[config.mk]
export PLATFORM = sky130hd
export DESIGN_NAME = ddr8_mem_master
export DESIGN_NICKNAME = d
export VERILOG_FILES = /design/src/rtl/ddr8_pkg.sv /design/src/rtl/ddr8_ca_enc.sv /design/src/rtl/ddr8_budget.sv /design/src/rtl/ddr8_rd_capture.sv /design/src/rtl/ddr8_mem_master.sv
export SDC_FILE = /design/constraint.sdc
export NUM_CORES = 1
export LEC_CHECK = 0
export ABC_CLOCK_PERIOD_IN_PS = 2500
export CAP_MARGIN = 20
export CORE_AREA = 2 2 106 108
export DETAILED_ROUTE_END_ITERATION = 8
export DIE_AREA = 0 0 108 110
export PLACE_DENSITY = 0.75
export SYNTH_ARGS = -nofsm -noshare
export SYNTH_HDL_FRONTEND = slang
export SYNTH_SLANG_ARGS = --single-unit
export TNS_END_PERCENT = 10
[constraint.sdc]
create_clock -name clk_i -period 2.5 [get_ports clk_i]
set_input_delay 0.75 -clock clk_i [delete_from_list [all_inputs] [get_ports clk_i]]
set_output_delay 0.75 -clock clk_i [all_outputs]
set_load 0.01 [all_outputs]
[src/rtl/ddr8_pkg.sv]
package ddr8_pkg;
  typedef enum logic [2:0] {
    ST_IDLE, ST_START, ST_CA, ST_LAT, ST_DATA, ST_END
  } ddr8_st_e;
endpackage

[src/rtl/ddr8_ca_enc.sv]
module ddr8_ca_enc #(
  parameter int unsigned ADDR_W = 22
) (
  input  logic              rd_i,
  input  logic              reg_space_i,
  input  logic              linear_i,
  input  logic [ADDR_W-1:0] addr_i,
  input  logic [2:0]        idx_i,
  output logic [7:0]        byte_o
);
  localparam int unsigned RSV_W = 32 - ADDR_W;

  logic [47:0] ca;
  logic [47:0] shifted;

  assign ca = {rd_i, reg_space_i, linear_i, {RSV_W{1'b0}},
               addr_i[ADDR_W-1:3], 13'd0, addr_i[2:0]};
  assign shifted = ca << {idx_i, 3'b000};
  assign byte_o  = shifted[47:40];
endmodule

[src/rtl/ddr8_budget.sv]
module ddr8_budget #(
  parameter int unsigned MAX_CK = 32
) (
  input  logic clk_i,
  input  logic rst_ni,
  input  logic load_i,
  input  logic tick_i,
  output logic empty_o
);
  localparam int unsigned BW = $clog2(MAX_CK + 1);

  logic [BW-1:0] cnt_q;

  always_ff @(posedge clk_i or negedge rst_ni) begin
    if (!rst_ni)                    cnt_q <= '0;
    else if (load_i)                cnt_q <= BW'(MAX_CK);
    else if (tick_i && cnt_q != '0) cnt_q <= cnt_q - 1'b1;
  end

  assign empty_o = (cnt_q == '0);
endmodule

[src/rtl/ddr8_rd_capture.sv]
module ddr8_rd_capture (
  input  logic        clk_i,
  input  logic        rst_ni,
  input  logic        clr_i,
  input  logic        en_i,
  input  logic        rwds_i,
  input  logic [7:0]  dq_i,
  output logic        lo_o,
  output logic [15:0] word_o,
  output logic        valid_o
);
  logic       prev_q;
  logic [7:0] hi_q;
  logic       hi_now;

  assign hi_now = en_i && !prev_q && rwds_i;
  assign lo_o   = en_i && prev_q && !rwds_i;

  always_ff @(posedge clk_i or negedge rst_ni) begin
    if (!rst_ni) begin
      prev_q  <= 1'b0;
      hi_q    <= '0;
      word_o  <= '0;
      valid_o <= 1'b0;
    end else begin
      prev_q  <= clr_i ? 1'b0 : rwds_i;
      valid_o <= lo_o;
      if (hi_now) hi_q   <= dq_i;
      if (lo_o)   word_o <= {hi_q, dq_i};
    end
  end
endmodule

[src/rtl/ddr8_mem_master.sv]
module ddr8_mem_master
  import ddr8_pkg::*;
#(
  parameter int unsigned ADDR_W = 22,
  parameter int unsigned LEN_W  = 8,
  parameter int unsigned LAT    = 6,
  parameter int unsigned MAX_CK = 32
) (
  input  logic              clk_i,
  input  logic              rst_ni,
  input  logic              req_i,
  input  logic              rd_i,
  input  logic              reg_space_i,
  input  logic              linear_i,
  input  logic [ADDR_W-1:0] addr_i,
  input  logic [LEN_W-1:0]  len_i,
  input  logic [15:0]       wdata_i,
  input  logic [1:0]        wbe_i,
  output logic              wdata_req_o,
  output logic [15:0]       rdata_o,
  output logic              rdata_valid_o,
  output logic              busy_o,
  output logic              done_o,
  output logic              err_o,
  output logic              cs_n_o,
  output logic              ck_o,
  output logic              ck_n_o,
  output logic [7:0]        dq_o,
  output logic              dq_oe_o,
  input  logic [7:0]        dq_i,
  output logic              rwds_o,
  output logic              rwds_oe_o,
  input  logic              rwds_i
);
  localparam int unsigned CNT_W = $clog2(4 * LAT + 8);
  localparam logic [CNT_W-1:0] LAT_N = CNT_W'(2 * LAT - 1);
  localparam logic [CNT_W-1:0] LAT_X = CNT_W'(4 * LAT - 1);
  localparam logic [CNT_W-1:0] CA_LAST = CNT_W'(5);

  ddr8_st_e          st_q;
  logic [CNT_W-1:0]  hc_q;
  logic              ck_q, extra_q, stop_q;
  logic              rd_q, as_q, lin_q;
  logic [ADDR_W-1:0] addr_q;
  logic [LEN_W-1:0]  left_q;
  logic              done_q, err_q;

  logic       bud_empty, cap_lo, in_data, wr_data, word_evt, stop_now, leave;
  logic [7:0] ca_byte;

  ddr8_ca_enc #(.ADDR_W(ADDR_W)) u_ca (
    .rd_i(rd_q), .reg_space_i(as_q), .linear_i(lin_q), .addr_i(addr_q),
    .idx_i(hc_q[2:0]), .byte_o(ca_byte)
  );

  ddr8_budget #(.MAX_CK(MAX_CK)) u_budget (
    .clk_i(clk_i), .rst_ni(rst_ni), .load_i(st_q == ST_START),
    .tick_i(ck_q && (st_q inside {ST_CA, ST_LAT, ST_DATA})),
    .empty_o(bud_empty)
  );

  ddr8_rd_capture u_cap (
    .clk_i(clk_i), .rst_ni(rst_ni), .clr_i(st_q == ST_START),
    .en_i(in_data && rd_q), .rwds_i(rwds_i), .dq_i(dq_i),
    .lo_o(cap_lo), .word_o(rdata_o), .valid_o(rdata_valid_o)
  );

  assign in_data  = (st_q == ST_DATA);
  assign wr_data  = in_data && !rd_q;
  assign word_evt = in_data && (rd_q ? cap_lo : !ck_q);
  assign stop_now = word_evt && (left_q == LEN_W'(1) || bud_empty);
  // close only with the clock parked low
  assign leave    = in_data && !ck_q && (stop_now || stop_q);

  always_ff @(posedge clk_i or negedge rst_ni) begin
    if (!rst_ni) begin
      st_q    <= ST_IDLE;
      hc_q    <= '0;
      ck_q    <= 1'b0;
      extra_q <= 1'b0;
      stop_q  <= 1'b0;
      rd_q    <= 1'b0;
      as_q    <= 1'b0;
      lin_q   <= 1'b0;
      addr_q  <= '0;
      left_q  <= '0;
      done_q  <= 1'b0;
      err_q   <= 1'b0;
    end else begin
      done_q <= 1'b0;
      err_q  <= 1'b0;
      unique case (st_q)
        ST_IDLE: begin
          ck_q <= 1'b0;
          if (req_i) begin
            if (len_i == '0) begin
              done_q <= 1'b1;
              err_q  <= 1'b1;
            end else begin
              rd_q   <= rd_i;
              as_q   <= reg_space_i;
              lin_q  <= linear_i;
              addr_q <= addr_i;
              left_q <= len_i;
              st_q   <= ST_START;
            end
          end
        end
        ST_START: begin
          ck_q    <= 1'b1;
          hc_q    <= '0;
          extra_q <= 1'b0;
          stop_q  <= 1'b0;
          st_q    <= ST_CA;
        end
        ST_CA: begin
          ck_q    <= ~ck_q;
          extra_q <= extra_q | rwds_i;
          if (hc_q == CA_LAST) begin
            hc_q <= '0;
            st_q <= ST_LAT;
          end else begin
            hc_q <= hc_q + 1'b1;
          end
        end
        ST_LAT: begin
          ck_q <= ~ck_q;
          if (hc_q == (extra_q ? LAT_X : LAT_N)) begin
            hc_q <= '0;
            st_q <= ST_DATA;
          end else begin
            hc_q <= hc_q + 1'b1;
          end
        end
        ST_DATA: begin
          if (word_evt) begin
            left_q <= left_q - 1'b1;
            addr_q <= addr_q + 1'b1;
          end
          if (stop_now) stop_q <= 1'b1;
          if (leave) begin
            ck_q <= 1'b0;
            st_q <= ST_END;
          end else begin
            ck_q <= ~ck_q;
          end
        end
        ST_END: begin
          ck_q <= 1'b0;
          if (left_q == '0) begin
            done_q <= 1'b1;
            st_q   <= ST_IDLE;
          end else if (lin_q) begin
            st_q <= ST_START;
          end else begin
            done_q <= 1'b1;
            err_q  <= 1'b1;
            st_q   <= ST_IDLE;
          end
        end
        default: st_q <= ST_IDLE;
      endcase
    end
  end

  assign busy_o      = (st_q != ST_IDLE);
  assign done_o      = done_q;
  assign err_o       = err_q;
  assign cs_n_o      = (st_q == ST_IDLE) || (st_q == ST_END);
  assign ck_o        = ck_q;
  assign ck_n_o      = ~ck_q;
  assign dq_oe_o     = (st_q == ST_CA) || wr_data;
  assign rwds_oe_o   = wr_data;
  assign wdata_req_o = wr_data && !ck_q;

  always_comb begin
    dq_o   = '0;
    rwds_o = 1'b0;
    if (st_q == ST_CA) begin
      dq_o = ca_byte;
    end else if (wr_data) begin
      dq_o   = ck_q ? wdata_i[15:8] : wdata_i[7:0];
      rwds_o = ck_q ? ~wbe_i[1] : ~wbe_i[0];
    end
  end
endmodule

==> summary.md <==
The initial antenna violation count was 0. The initial utilization of the core area, before any placement, comes to 41.9%. The number of synthesized flops with an enable pin works out to 0. The most used flip-flop cell after synthesis is sky130_fd_sc_hd__dfrtp_1. Yosys printed 0 warnings.

The area enclosed by the die boundary came out at 11900 µm². The share of total power in combinational logic was 46.9%; the switching power was 0.00253 W. The average instance in the mapped netlist occupies 9.44 µm².

For the worst-skew pair, the clock arrives at the later sink with an insertion delay of 0.37 ns. The root buffer cell chosen for the clock tree is sky130_fd_sc_hd__clkbuf_8. The largest total area in the synthesized netlist belongs to sky130_fd_sc_hd__dfrtp_1. For the detailed-route DRC error count, the log shows 0. Pin placement for this block handled 98 I/O pins.

Detailed placement finished with a half-perimeter wire length of 9210 µm. The final setup TNS is -0.959 ns. The number of distinct standard cells referenced by the synthesized netlist was 63. The number of global-route vias before repair is 4140. Setup violations remaining at the end of the flow were counted as 11. Net switching is 40.8% of the power.

The tool flagged a number of max-cap violations equal to 0. After technology mapping, the gate count stands at 475. The largest single stage delay on the critical path is 0.62 ns. The final worst slack is -0.157 ns. The critical path is of the flop to output port type. Entering global routing, the biggest net connects 54 pins. The worst setup path is captured at an output port.

Ranked by total cell area, the synthesized netlist is headed by sky130_fd_sc_hd__dfrtp_1 (44%), sky130_fd_sc_hd__mux2_2 (6.5%), sky130_fd_sc_hd__a21oi_1 (4.1%), sky130_fd_sc_hd__o21ai_0 (4.1%), sky130_fd_sc_hd__nor2_1 (3.6%). The run gives 671 as the final net count. The H-tree generated during clock tree synthesis spans 3 levels. After layout, the minimum clock period comes to 2.66 ns. Cell internal power was estimated by the tool at 0.00366 W. After detailed routing, the number of vias per cell comes to 5.72. The tools report the peak ir drop on the vdd network as 0.493 mV.

Per report_power, the clock group accounts for 17.4% of the total. For this block, the initial DRC count from the detailed router was 304. The share of synthesized area in the top cell type comes to 43.5%. The number of antenna diodes in the final layout is 0. Walking the worst path, the cells encountered are or4b_4, buf_8, o32ai_2, buf_2. The tools report the final max-slew violation count as 0. The tools report the post-route core utilization as 57.7%.

TritonCTS built the clock tree. The total via count in the routed design was 4269. Static timing analysis puts the maximum clock frequency at 376 MHz.

Once detail routing completed, the nets flagged for antenna violations numbered 0. The die is 108 µm wide. Across all hold checks on the routed design, the worst slack comes to 0.361 ns.

The path class of the tightest hold or removal check is input pin to asynchronous set/reset pin. The run gives 5 as the number of search-and-repair iterations in the first detailed-routing pass. The flow ran to the end, but the final reports show violations. The post-route netlist has 24.1% of its cells at a drive strength greater than 1. For the pin with the worst max-slew slack, the measured transition is 0.636 ns. The power density of the placed cells works out to 1000 nW/µm². In the synthesized netlist, the cells that appear most often are sky130_fd_sc_hd__dfrtp_1 (78), sky130_fd_sc_hd__nor2_1 (43), sky130_fd_sc_hd__a21oi_1 (37), sky130_fd_sc_hd__o21ai_0 (37), sky130_fd_sc_hd__nand2_1 (29). Relative to the synthesized area, the layout overhead comes to 37.8%. After detailed routing, the total wire length is 12700 µm. The final weighted congestion in routability-driven placement was 0.936; the number of buffers added by the clock tree synthesis step was 9.

At the worst endpoint, the arrival time is 1.91 ns. The post-synthesis sequential element count is 78, and the placed standard-cell area is 5840 µm². The largest individual stage delay along the critical path comes from the cell sky130_fd_sc_hd__or4b_4. Yosys instantiated no cell more often than sky130_fd_sc_hd__dfrtp_1. Summing every instance area after synthesis gives 4480 µm². The logs give 545 for the number of nets in the synthesized netlist and 10700 µm² for the core footprint. The final reports fail on setup timing.

Input and output buffers added on the ports amount to 97. Clock-pin slew was measured on the worst setup and hold paths at 0.08 ns. Dividing the detail-routed wire length by the instance count gives 17.0 µm. The power after layout was 0.00619 W; the static leakage was 2.70 nW. CTS saw 78 sinks. Worst slew margin relative to its limit: 57.2%.

Global-route wire length before repair: 20200 µm. The worst setup path is launched from a flop. Across the routed clock network, the largest skew measured is 0.00683 ns.

The run gives 6180 µm² as the cell area after layout. Sequential elements use 43.5% of the synthesized area. No sink is reached through more buffers than the 2 on the longest clock path. Setup repair after global routing could not meet its margin everywhere. The data required time at the worst endpoint was 1.75 ns; the total track usage was 21.9%. Of the total power, registers draw 35.7%. The die is 110 µm tall.

The number of hold-slack violations in the final timing report is 0, and the total congestion overflow is 0. The share of async-settable or async-resettable flops after synthesis is 100%, and the row count is 38. After clock tree synthesis, the flow added hold-fix buffers numbering 0.

The largest fanout on the critical path works out to 5. The final critical path takes up 106% of the cycle.
[cell families (layout without fill, tap and decap cells)]
family / count (synthesis) / after routing / share of synthesized area [%]
AOI/OAI and AO/OA: 145 / 145 / 21.2
xor gates and xnor gates: 5 / 5 / 0.977
adders and majority gates: 7 / 7 / 1.95
buffers and inverters: 49 / 180 / 5.41
DFF: 78 / 78 / 43.5
muxes: 40 / 40 / 9.65
and+or+nand+nor: 151 / 151 / 17.3
[area by class of cell]
cell class | instances | area (µm²)
fill | 896 | 4520
clock buffer | 9 | 124
sequential | 78 | 1950
inverter | 18 | 67.6
timing repair buffer | 146 | 1350
clock inverter | 7 | 96.3
tap | 140 | 175
multi-input combinational | 348 | 2410
[sequential cells by signal, indices dropped and copies added (netlist names)]
name and cells:
hc_q 5, u_cap.valid_o 1, u_budget.cnt_q 6, u_cap.prev_q 1, stop_q 1, u_cap.hi_q 8
done_o 1, addr_q 22, as_q 1, left_q 8, u_cap.word_o 16, err_o 1
ck_o 1, rd_q 1, st_q 3, extra_q 1, lin_q 1
[layout by cell type (no fill, tap or decap), types with 4 or more instances in the layout]
master,Yosys,layout
sky130_fd_sc_hd__inv_1,18,17
sky130_fd_sc_hd__a31oi_1,6,6
sky130_fd_sc_hd__nor3_2,2,4
sky130_fd_sc_hd__nand2_1,29,29
sky130_fd_sc_hd__buf_2,2,12
sky130_fd_sc_hd__ha_1,7,7
sky130_fd_sc_hd__nand4_1,6,6
sky130_fd_sc_hd__and2_1,4,4
sky130_fd_sc_hd__nor4_1,5,5
sky130_fd_sc_hd__o22a_1,6,6
sky130_fd_sc_hd__nand2b_1,5,4
sky130_fd_sc_hd__o21ai_0,37,35
sky130_fd_sc_hd__clkbuf_8,0,9
sky130_fd_sc_hd__o22ai_2,0,6
sky130_fd_sc_hd__a22oi_1,5,5
sky130_fd_sc_hd__nand3_1,18,18
sky130_fd_sc_hd__a21oi_2,0,4
sky130_fd_sc_hd__o22ai_1,11,5
sky130_fd_sc_hd__nor2b_1,7,7
sky130_fd_sc_hd__nor3_1,13,11
sky130_fd_sc_hd__nor2_1,43,41
sky130_fd_sc_hd__dlymetal6s2s_1,0,4
sky130_fd_sc_hd__buf_4,1,42
sky130_fd_sc_hd__dfrtp_1,78,76
sky130_fd_sc_hd__clkdlybuf4s50_1,0,78
sky130_fd_sc_hd__a21oi_1,37,33
sky130_fd_sc_hd__mux2_2,26,26
sky130_fd_sc_hd__mux2i_1,14,14
sky130_fd_sc_hd__a31o_2,4,4
sky130_fd_sc_hd__o31ai_1,4,4
[what timing repair did]
item,CTS,global route
resized for setup,62,31
setup buffers,1,1
hold endpoints to repair,0,0
pin swaps,2,6
gates cloned,0,1
setup endpoints to repair,24,31
[power by group through the flow]
stage               Sequential (W)  Combinational (W)  Clock (W)
floorplan                  0.00203            0.00177          0
CTS                        0.00219            0.00278    0.00108
detailed placement         0.00221            0.00277          0
global route               0.00228            0.00320    0.00115
finish                     0.00221            0.00290    0.00108
global placement           0.00218            0.00268          0
[worst paths after layout]
path                       slack [ns]                           end                         start  depth (start not counted)
max                             -0.16                       dq_o[1]           st_q[1]$_DFFE_PN0P_                          4
min                              0.36     u_cap.hi_q[5]$_DFFE_PN0P_                        rst_ni                          1
max reg2reg                      0.23     u_cap.hi_q[6]$_DFFE_PN0P_           st_q[0]$_DFFE_PN0P_                          7
min reg2reg                      0.51  u_cap.word_o[13]$_DFFE_PN0P_  u_cap.word_o[13]$_DFFE_PN0P_                          1
max in group asynchronous        1.58           hc_q[1]$_DFFE_PN0P_                        rst_ni                          2
min in group clk_i               0.51  u_cap.word_o[13]$_DFFE_PN0P_  u_cap.word_o[13]$_DFFE_PN0P_                          1
[stage by stage]
step | worst slack (ns) | cells
3_5_place_dp | -0.409 | 727
6_report | -0.157 | 746
3_3_place_gp | -0.382 | 727
2_1_floorplan | 0.0763 | 475
4_1_cts | -0.188 | 744
5_1_grt | -0.209 | 746
[worst max-delay path: cells and delay by family (launching register included)]
family / cells / cell delay, ns
AO/OA/AOI/OAI: 1 / 0.13
buffers and inverters: 2 / 0.37
flip-flops: 1 / 0.43
AND/OR/NAND/NOR: 1 / 0.62
[routing by layer]
layer,up-vias,routed length (µm),global-route usage (%)
li1,2011,-,-
met1,2094,5380,28.0
met2,143,6410,37.2
met3,21,698,4.53
met4,0,193,7.14
met5,-,0,0
(Power assumes the default switching activity.)
